## src/rtl/busseq_pkg.sv

```systemverilog
package busseq_pkg;
   // Bus T-states; each lasts two clk periods (first half, second half).
   typedef enum logic [2:0] {
      TS_IDLE,
      TS_T1,
      TS_T2,
      TS_T3,
      TS_TW,
      TS_T4
   } tstate_e;
endpackage

```

## src/rtl/busseq_timing.sv

```systemverilog
module busseq_timing
   import busseq_pkg::*;
(
   input  logic    clk,
   input  logic    rst_n,
   input  logic    go,
   input  logic    rdy,
   output tstate_e st,
   output logic    ph,
   output logic    dp,
   output logic    cap
);
   tstate_e nxt;

   always_comb begin
      unique case (st)
         TS_IDLE:      nxt = go ? TS_T1 : TS_IDLE;
         TS_T1:        nxt = TS_T2;
         TS_T2:        nxt = TS_T3;
         TS_T3, TS_TW: nxt = rdy ? TS_T4 : TS_TW;
         TS_T4:        nxt = go ? TS_T1 : TS_IDLE;
         default:      nxt = TS_IDLE;
      endcase
   end

   always_ff @(posedge clk or negedge rst_n) begin
      if (!rst_n) begin
         st <= TS_IDLE;
         ph <= 1'b0;
      end else begin
         ph <= ~ph;
         if (ph) st <= nxt;
      end
   end

   // Midpoint of T4 or idle: the only place a cycle launches or the bus is granted.
   assign dp  = !ph && (st == TS_IDLE || st == TS_T4);
   // Ready sample point at the end of T3 or a wait state.
   assign cap = ph && (st == TS_T3 || st == TS_TW) && rdy;

   assert_t2_len_R1: assert property (@(posedge clk) disable iff (!rst_n)
      (st == TS_T2 && ph) |=> (st == TS_T3 && !ph));

   assert_wait_ins_R3: assert property (@(posedge clk) disable iff (!rst_n)
      (ph && (st == TS_T3 || st == TS_TW) && !rdy) |=> (st == TS_TW && !ph));
endmodule

```

## src/rtl/busseq_lanes.sv

```systemverilog
module busseq_lanes #(
   parameter int DATA_W = 16
) (
   input  logic              word,
   input  logic              odd,
   input  logic              part,
   input  logic [DATA_W-1:0] wdata,
   input  logic [DATA_W-1:0] ad_in,
   input  logic [7:0]        lo_hold,
   output logic [DATA_W-1:0] wbus,
   output logic [DATA_W-1:0] rd_word
);
   localparam int LANES = DATA_W / 8;

   logic       word_even;
   logic [7:0] wsel;

   assign word_even = word && !odd;
   // Second half of a split word carries the high byte.
   assign wsel      = (word && part) ? wdata[15:8] : wdata[7:0];

   for (genvar gl = 0; gl < LANES; gl++) begin : g_lane
      assign wbus[8*gl +: 8] = word_even ? wdata[8*gl +: 8] : wsel;
   end

   always_comb begin
      if (word_even)  rd_word = ad_in;
      else if (word)  rd_word = {ad_in[7:0], lo_hold};
      else if (odd)   rd_word = {8'h00, ad_in[15:8]};
      else            rd_word = {8'h00, ad_in[7:0]};
   end
endmodule

```

## src/rtl/busseq_ctrl.sv

```systemverilog
module busseq_ctrl #(
   parameter int ADDR_W    = 20,
   parameter int IO_ADDR_W = 16,
   parameter int DATA_W    = 16
) (
   input  logic              clk,
   input  logic              rst_n,
   input  logic              dp,
   input  logic              ph,
   input  logic              cap,
   input  logic              req_valid,
   input  logic              req_write,
   input  logic              req_mem,
   input  logic              req_word,
   input  logic [ADDR_W-1:0] req_addr,
   input  logic [DATA_W-1:0] req_wdata,
   input  logic              hold,
   input  logic [DATA_W-1:0] ad_in,
   input  logic [DATA_W-1:0] rd_word,
   output logic              req_ready,
   output logic              go,
   output logic              hlda,
   output logic              ctl_oe,
   output logic              cur_wr,
   output logic              cur_mem,
   output logic              cur_word,
   output logic              cur_odd,
   output logic              cur_part,
   output logic [ADDR_W-1:0] cur_addr,
   output logic              cur_bhe_n,
   output logic [DATA_W-1:0] wdata_q,
   output logic [7:0]        lo_hold,
   output logic              done,
   output logic [DATA_W-1:0] rdata
);
   logic split;
   logic first_of_split;

   function automatic logic [ADDR_W-1:0] fit(input logic [ADDR_W-1:0] a, input logic m);
      logic [ADDR_W-1:0] r;
      r = a;
      if (!m) r[ADDR_W-1:IO_ADDR_W] = '0;
      return r;
   endfunction

   assign req_ready      = dp && !hlda && !hold && !split;
   assign first_of_split = cur_word && cur_odd && !cur_part;

   always_ff @(posedge clk or negedge rst_n) begin
      if (!rst_n) begin
         go        <= 1'b0;
         hlda      <= 1'b0;
         ctl_oe    <= 1'b0;
         split     <= 1'b0;
         cur_wr    <= 1'b0;
         cur_mem   <= 1'b0;
         cur_word  <= 1'b0;
         cur_odd   <= 1'b0;
         cur_part  <= 1'b0;
         cur_addr  <= '0;
         cur_bhe_n <= 1'b1;
         wdata_q   <= '0;
         lo_hold   <= '0;
         done      <= 1'b0;
         rdata     <= '0;
      end else begin
         done <= 1'b0;
         if (ph) go <= 1'b0;
         if (hlda && !hold) hlda <= 1'b0;
         if (dp && !hlda) begin
            if (hold) begin
               hlda   <= 1'b1;
               ctl_oe <= 1'b0;
            end else if (split) begin
               split     <= 1'b0;
               cur_part  <= 1'b1;
               cur_addr  <= fit(cur_addr + 1'b1, cur_mem);
               cur_bhe_n <= 1'b1;
               ctl_oe    <= 1'b1;
               go        <= 1'b1;
            end else if (req_valid) begin
               cur_wr    <= req_write;
               cur_mem   <= req_mem;
               cur_word  <= req_word;
               cur_odd   <= req_addr[0];
               cur_part  <= 1'b0;
               split     <= req_word && req_addr[0];
               cur_addr  <= fit(req_addr, req_mem);
               cur_bhe_n <= !(req_word || req_addr[0]);
               wdata_q   <= req_wdata;
               ctl_oe    <= 1'b1;
               go        <= 1'b1;
            end
         end
         if (cap) begin
            if (first_of_split) begin
               lo_hold <= ad_in[15:8];
            end else begin
               done <= 1'b1;
               if (!cur_wr) rdata <= rd_word;
            end
         end
      end
   end

   assert_hlda_mid_R9: assert property (@(posedge clk) disable iff (!rst_n)
      $rose(hlda) |-> $past(dp));

   assert_hlda_float_R9: assert property (@(posedge clk) disable iff (!rst_n)
      hlda |-> !ctl_oe);

   assert_hlda_block_R9: assert property (@(posedge clk) disable iff (!rst_n)
      hlda |-> (!req_ready && !go));

   assert_split_one_done_R10: assert property (@(posedge clk) disable iff (!rst_n)
      (cap && first_of_split) |=> !done);
endmodule

```

## src/rtl/bus_cycle_seq.sv

```systemverilog
module bus_cycle_seq
   import busseq_pkg::*;
#(
   parameter int ADDR_W    = 20,
   parameter int IO_ADDR_W = 16,
   parameter int DATA_W    = 16
) (
   input  logic                     clk,
   input  logic                     rst_n,
   input  logic                     req_valid,
   output logic                     req_ready,
   input  logic                     req_write,
   input  logic                     req_mem,
   input  logic                     req_word,
   input  logic [ADDR_W-1:0]        req_addr,
   input  logic [DATA_W-1:0]        req_wdata,
   output logic                     done,
   output logic [DATA_W-1:0]        rdata,
   input  logic                     rdy,
   input  logic                     hold,
   output logic                     hlda,
   output logic [DATA_W-1:0]        ad_out,
   input  logic [DATA_W-1:0]        ad_in,
   output logic                     ad_oe,
   output logic [ADDR_W-DATA_W-1:0] a_hi_out,
   output logic                     bhe_n,
   output logic                     ale,
   output logic                     rd_n,
   output logic                     wr_n,
   output logic                     den_n,
   output logic                     dtr,
   output logic                     mio,
   output logic                     bus_oe
);
   localparam int HI_W = ADDR_W - DATA_W;

   if (DATA_W != 16) begin : g_bad_data_w
      $error("bus_cycle_seq: DATA_W must be 16 (two byte lanes)");
   end
   if (HI_W < 1) begin : g_bad_addr_w
      $error("bus_cycle_seq: ADDR_W must exceed DATA_W");
   end
   if (IO_ADDR_W > DATA_W || IO_ADDR_W < 1) begin : g_bad_io_w
      $error("bus_cycle_seq: IO_ADDR_W must be 1..DATA_W");
   end

   tstate_e           st;
   logic              ph, dp, cap, go, ctl_oe;
   logic              cur_wr, cur_mem, cur_word, cur_odd, cur_part, cur_bhe_n;
   logic [ADDR_W-1:0] cur_addr;
   logic [DATA_W-1:0] wdata_q, wbus, rd_word;
   logic [7:0]        lo_hold;
   logic              strobe;

   busseq_timing i_timing (
      .clk   (clk),
      .rst_n (rst_n),
      .go    (go),
      .rdy   (rdy),
      .st    (st),
      .ph    (ph),
      .dp    (dp),
      .cap   (cap)
   );

   busseq_ctrl #(.ADDR_W(ADDR_W), .IO_ADDR_W(IO_ADDR_W), .DATA_W(DATA_W)) i_ctrl (
      .clk       (clk),
      .rst_n     (rst_n),
      .dp        (dp),
      .ph        (ph),
      .cap       (cap),
      .req_valid (req_valid),
      .req_write (req_write),
      .req_mem   (req_mem),
      .req_word  (req_word),
      .req_addr  (req_addr),
      .req_wdata (req_wdata),
      .hold      (hold),
      .ad_in     (ad_in),
      .rd_word   (rd_word),
      .req_ready (req_ready),
      .go        (go),
      .hlda      (hlda),
      .ctl_oe    (ctl_oe),
      .cur_wr    (cur_wr),
      .cur_mem   (cur_mem),
      .cur_word  (cur_word),
      .cur_odd   (cur_odd),
      .cur_part  (cur_part),
      .cur_addr  (cur_addr),
      .cur_bhe_n (cur_bhe_n),
      .wdata_q   (wdata_q),
      .lo_hold   (lo_hold),
      .done      (done),
      .rdata     (rdata)
   );

   busseq_lanes #(.DATA_W(DATA_W)) i_lanes (
      .word    (cur_word),
      .odd     (cur_odd),
      .part    (cur_part),
      .wdata   (wdata_q),
      .ad_in   (ad_in),
      .lo_hold (lo_hold),
      .wbus    (wbus),
      .rd_word (rd_word)
   );

   assign strobe   = (st == TS_T2) || (st == TS_T3) || (st == TS_TW);
   assign ale      = (st == TS_T1);
   assign rd_n     = !(strobe && !cur_wr);
   assign wr_n     = !(strobe && cur_wr);
   assign den_n    = !(((st == TS_T2) && (cur_wr || ph)) || (st == TS_T3) ||
                       (st == TS_TW) || ((st == TS_T4) && !ph));
   assign ad_oe    = ctl_oe && ((st == TS_T1) || (cur_wr && (strobe || st == TS_T4)));
   assign ad_out   = (st == TS_T1) ? cur_addr[DATA_W-1:0] : wbus;
   assign a_hi_out = (st == TS_T1) ? cur_addr[ADDR_W-1:DATA_W] : '0;
   assign bhe_n    = cur_bhe_n;
   assign mio      = cur_mem;
   assign dtr      = cur_wr;
   assign bus_oe   = ctl_oe;

   assert_strobe_excl_R4: assert property (@(posedge clk) disable iff (!rst_n)
      !(!rd_n && !wr_n));

   assert_ale_quiet_R2: assert property (@(posedge clk) disable iff (!rst_n)
      ale |-> (rd_n && wr_n && den_n));

   assert_io_upper_R8: assert property (@(posedge clk) disable iff (!rst_n)
      (ale && !mio) |-> (a_hi_out == '0));

   assert_dir_hold_R6: assert property (@(posedge clk) disable iff (!rst_n)
      (!rd_n || !wr_n) |-> ($stable(mio) && $stable(dtr)));

   assert_den_write_R5: assert property (@(posedge clk) disable iff (!rst_n)
      !wr_n |-> !den_n);

   assert_den_read_late_R5: assert property (@(posedge clk) disable iff (!rst_n)
      $fell(rd_n) |-> den_n);
endmodule

```

## config.mk

```make
export PLATFORM = sky130hd
export DESIGN_NAME = bus_cycle_seq
export DESIGN_NICKNAME = d
export VERILOG_FILES = /design/src/rtl/busseq_pkg.sv /design/src/rtl/busseq_timing.sv /design/src/rtl/busseq_lanes.sv /design/src/rtl/busseq_ctrl.sv /design/src/rtl/bus_cycle_seq.sv
export SDC_FILE = /design/constraint.sdc
export NUM_CORES = 1
export LEC_CHECK = 0
export CELL_PAD_IN_SITES_DETAIL_PLACEMENT = 0
export CELL_PAD_IN_SITES_GLOBAL_PLACEMENT = 1
export CORE_UTILIZATION = 34
export CTS_CLUSTER_SIZE = 14
export DETAILED_ROUTE_END_ITERATION = 16
export PLACE_DENSITY = 0.76
export SETUP_SLACK_MARGIN = 0.05
export SYNTH_ARGS = -nofsm -noshare
export SYNTH_HDL_FRONTEND = slang
export SYNTH_SLANG_ARGS = --single-unit
```

## constraint.sdc

```tcl
create_clock -name clk -period 2.2 [get_ports clk]
set_clock_uncertainty 0.1 [all_clocks]
set_input_delay 0.66 -clock clk [delete_from_list [all_inputs] [get_ports clk]]
set_output_delay 0.66 -clock clk [all_outputs]
set_load 0.03 [all_outputs]
```

==> flow_metrics.py <==
metrics = {
    "power_and_ir_drop": {
        "ir_worst_vdd_mv": 0.458,
        "p_total_mw": 10.1,
        "p_leak_nw": 3.06,
        "power.density_nw_per_um2": 1460,
    },
    "synth": {
        "ys_seq_elements": 75,
        "netlist_instances": 482,
        "yosys_most_used_dff": "dfrtp_1",
        "netlist_area_um2": 4430,
        "syn-num-nets": 543,
        "synthArstFlopShare_pct": 100,
        "synth_edf_count": 0,
        "avgSynthCellArea_um2": 9.20,
        "ys_types": 56,
        "yosys_warnings": 0,
        "ys_seq_area_share_pct": 42.4,
    },
    "worst_hold_path": {
        "hold_path_class": "in -> async",
    },
    "cts": {
        "insertion_delay_ps": 340,
        "htreeDepth": 3,
        "postCtsHoldBufs": 0,
        "clockBufferDepth": 2,
        "clock-root-buffer": "clkbuf_16",
        "cts_tree": "built",
        "cts_buffers": 9,
        "clkTransAtPathRegs_ps": 70,
        "clock-sinks": 75,
    },
    "sta": {
        "finalCriticalPeriod_ps": 2410,
        "fin_crit_sh_pct": 110,
        "max_freq_mhz": 415,
        "rsz0062_at_grt": "yes",
        "drv_slew": 0,
        "hold_violations": 0,
        "worst_pin_slew_ps": 477,
        "fin_setup_tns_ps": -3800,
        "final-setup-viol-count": 26,
        "fin_ws_ps": -210,
        "max-slew-margin-rel_pct": 68.1,
    },
    "floorplan": {
        "die_area_um2": 13500,
        "start_util_pct": 35.0,
        "coreArea_um2": 12700,
        "rows": 41,
        "num_io_pins": 108,
        "die_w_um": 116,
        "die_y_um": 116,
    },
    "grt": {
        "grt_max_degree": 76,
        "overflow": 0,
        "antenna_found_initial": 0,
        "grt_usage_pct": 19.6,
        "grt_pass1_vias": 3996,
        "grt_pass1_wl_mm": 20.5,
    },
    "placed_design": {
        "gp_congestion": 0.851,
        "dp_hpwl_mm": 9.07,
        "portBuffers": 107,
    },
    "routing": {
        "routed_wl_mm": 13.0,
        "via_count": 4119,
        "post-route-drc-count": 0,
        "via_per_inst": 5.12,
        "drtPass1Iterations": 4,
        "wire_per_inst_um": 16.2,
        "ant_nets": 0,
        "drtIter0Drc": 290,
    },
    "setup_path": {
        "crit_path_end_kind": "output port",
        "required_ps": 1440,
        "arrival_ps": 1650,
        "start_kind": "register",
        "worstSetupPathType": "reg -> out",
        "path_max_fanout": 29,
    },
    "cells_and_area": {
        "areaGrowthSynthToFinish_pct": 55.8,
        "layout.nets": 688,
        "insertedDiodeCount": 0,
        "drive_gt1_share_pct": 30.1,
    },
    "run_status": {
        "violations": "setup timing",
        "outcome": "finished with violations",
    },
    "run": {
        "max_cap_violations": 0,
    },
}
path summary, 6_finish.rpt:
check / from / slack, ps / cells after the start / endpoint
worst max-delay path: i_timing.st[2] / -210 / 6 / ad_out[5]
worst min-delay path: rst_n / 230 / 2 / i_ctrl.rdata[5]
worst max register to register: i_timing.st[0] / 60 / 10 / i_ctrl.lo_hold[4]
worst min register to register: i_ctrl.rdata[6] / 370 / 2 / i_ctrl.rdata[6]
max in group asynchronous: rst_n / 1410 / 2 / i_ctrl.cur_bhe_n
min in group clk: i_ctrl.rdata[6] / 370 / 2 / i_ctrl.rdata[6]
worst max-delay path: stages, from the launching register on:
cell     delay [ps]
dfrtp_1         410
nor2b_4         120
nor2b_4         170
buf_12          190
nand2_1         140
o21ai_4          90
buf_4           170
kinds of logic after synthesis:
family | synth area share, %
XOR/XNOR | 0.564
AND/OR/NAND/NOR | 19.8
adder cells (fa/ha/maj) | 0.282
flip-flops | 42.4
multiplexers | 16.6
buffers and inverters | 4.74
AO/OA/AOI/OAI | 15.7
power breakdown:
| part | total (mW) | internal [mW] | leakage (nW) | switching [mW] |
|---|---|---|---|---|
| clock network | 1.53 | 0.921 | 0.146 | 0.610 |
| registers | 2.72 | 2.01 | 0.940 | 0.711 |
| logic | 5.82 | 2.78 | 1.97 | 3.05 |
registers in the layout, indices dropped and copies added (netlist names):
signal            flops
i_ctrl.cur_mem        1
i_ctrl.rdata         16
i_ctrl.cur_addr      20
i_timing.st           3
i_ctrl.cur_wr         1
i_ctrl.ctl_oe         1
i_ctrl.split          1
i_ctrl.lo_hold        8
i_ctrl.cur_part       1
i_timing.ph           1
i_ctrl.cur_word       1
i_ctrl.cur_bhe_n      1
i_ctrl.wdata_q       16
i_ctrl.cur_odd        1
i_ctrl.done           1
i_ctrl.go             1
i_ctrl.hlda           1
repair_timing:
item / CTS / global route
setup buffers: 6 / 7
hold endpoints to repair: 0 / 0
resized for setup: 49 / 44
gates cloned: 0 / 2
pin swaps: 6 / 7
endpoints found under the setup margin: 59 / 64
synthesized netlist by cell type (11+ instances only):
cell type,n,area (um^2)
dfrtp_1,74,1850
nand2_1,58,218
o21ai_0,48,240
mux2i_1,33,330
a21oi_1,28,140
nor2_1,28,105
clkbuf_1,21,78.8
mux2_2,20,225
mux2_1,16,180
and2_1,13,81.3
inv_1,13,48.8
nand3_1,13,65.1
nand4_1,13,81.3
nor3_1,11,55.1
routing by layer:
metal | vias to the layer above | global-route usage, % | part of all wire [%]
met5 | - | 0 | 0
met4 | 0 | 6.92 | 1.4
met3 | 12 | 2.54 | 3.6
met2 | 92 | 30.5 | 46
met1 | 1971 | 28.0 | 49
li1 | 2044 | - | -
layout make-up:
class	instances	area, um^2
Fill cell	1130	5760
Multi-Input combinational cell	359	2690
Sequential cell	75	1880
Timing Repair Buffer	168	1760
Clock buffer	10	239
Tap cell	172	215
Clock inverter	6	71.3
Inverter	14	52.6
through the flow:
stage	cells	cell area, um^2	hold WS (ps)	util (%)	setup slack (ps)
2_1_floorplan	482	4560	264	-	-56.6
3_3_place_gp	775	6130	361	48.4	-374
3_5_place_dp	775	6130	369	48.4	-421
4_1_cts	797	6670	250	52.7	-215
5_1_grt	804	6910	254	54.5	-300
6_report	804	6910	231	54.5	-210
cell usage in the layout (no fill, tap or decap), types with 3 or more instances in the layout:
master	instances
nand3_1	10
o22ai_1	6
mux2i_1	26
mux2i_4	4
nor2_1	27
a21oi_1	26
nor3_1	10
and2_4	3
nor2b_1	4
dlymetal6s2s_1	9
a31oi_1	5
buf_12	14
a41oi_1	6
nand3_2	3
dlygate4sd2_1	5
nand3b_1	5
buf_4	50
nor2b_4	3
dfrtp_1	72
and3_1	6
o32a_1	4
nand2_1	57
inv_6	3
mux2i_2	3
and2_1	10
o21ai_2	12
nand4_1	13
clkbuf_16	11
buf_6	21
o21ai_4	7
clkdlybuf4s50_1	65
mux2_2	14
inv_1	13
o21ai_0	29
nor4_1	5
mux2_1	8
mux2_4	14
Note: power is estimated with default switching activity, not from simulation.
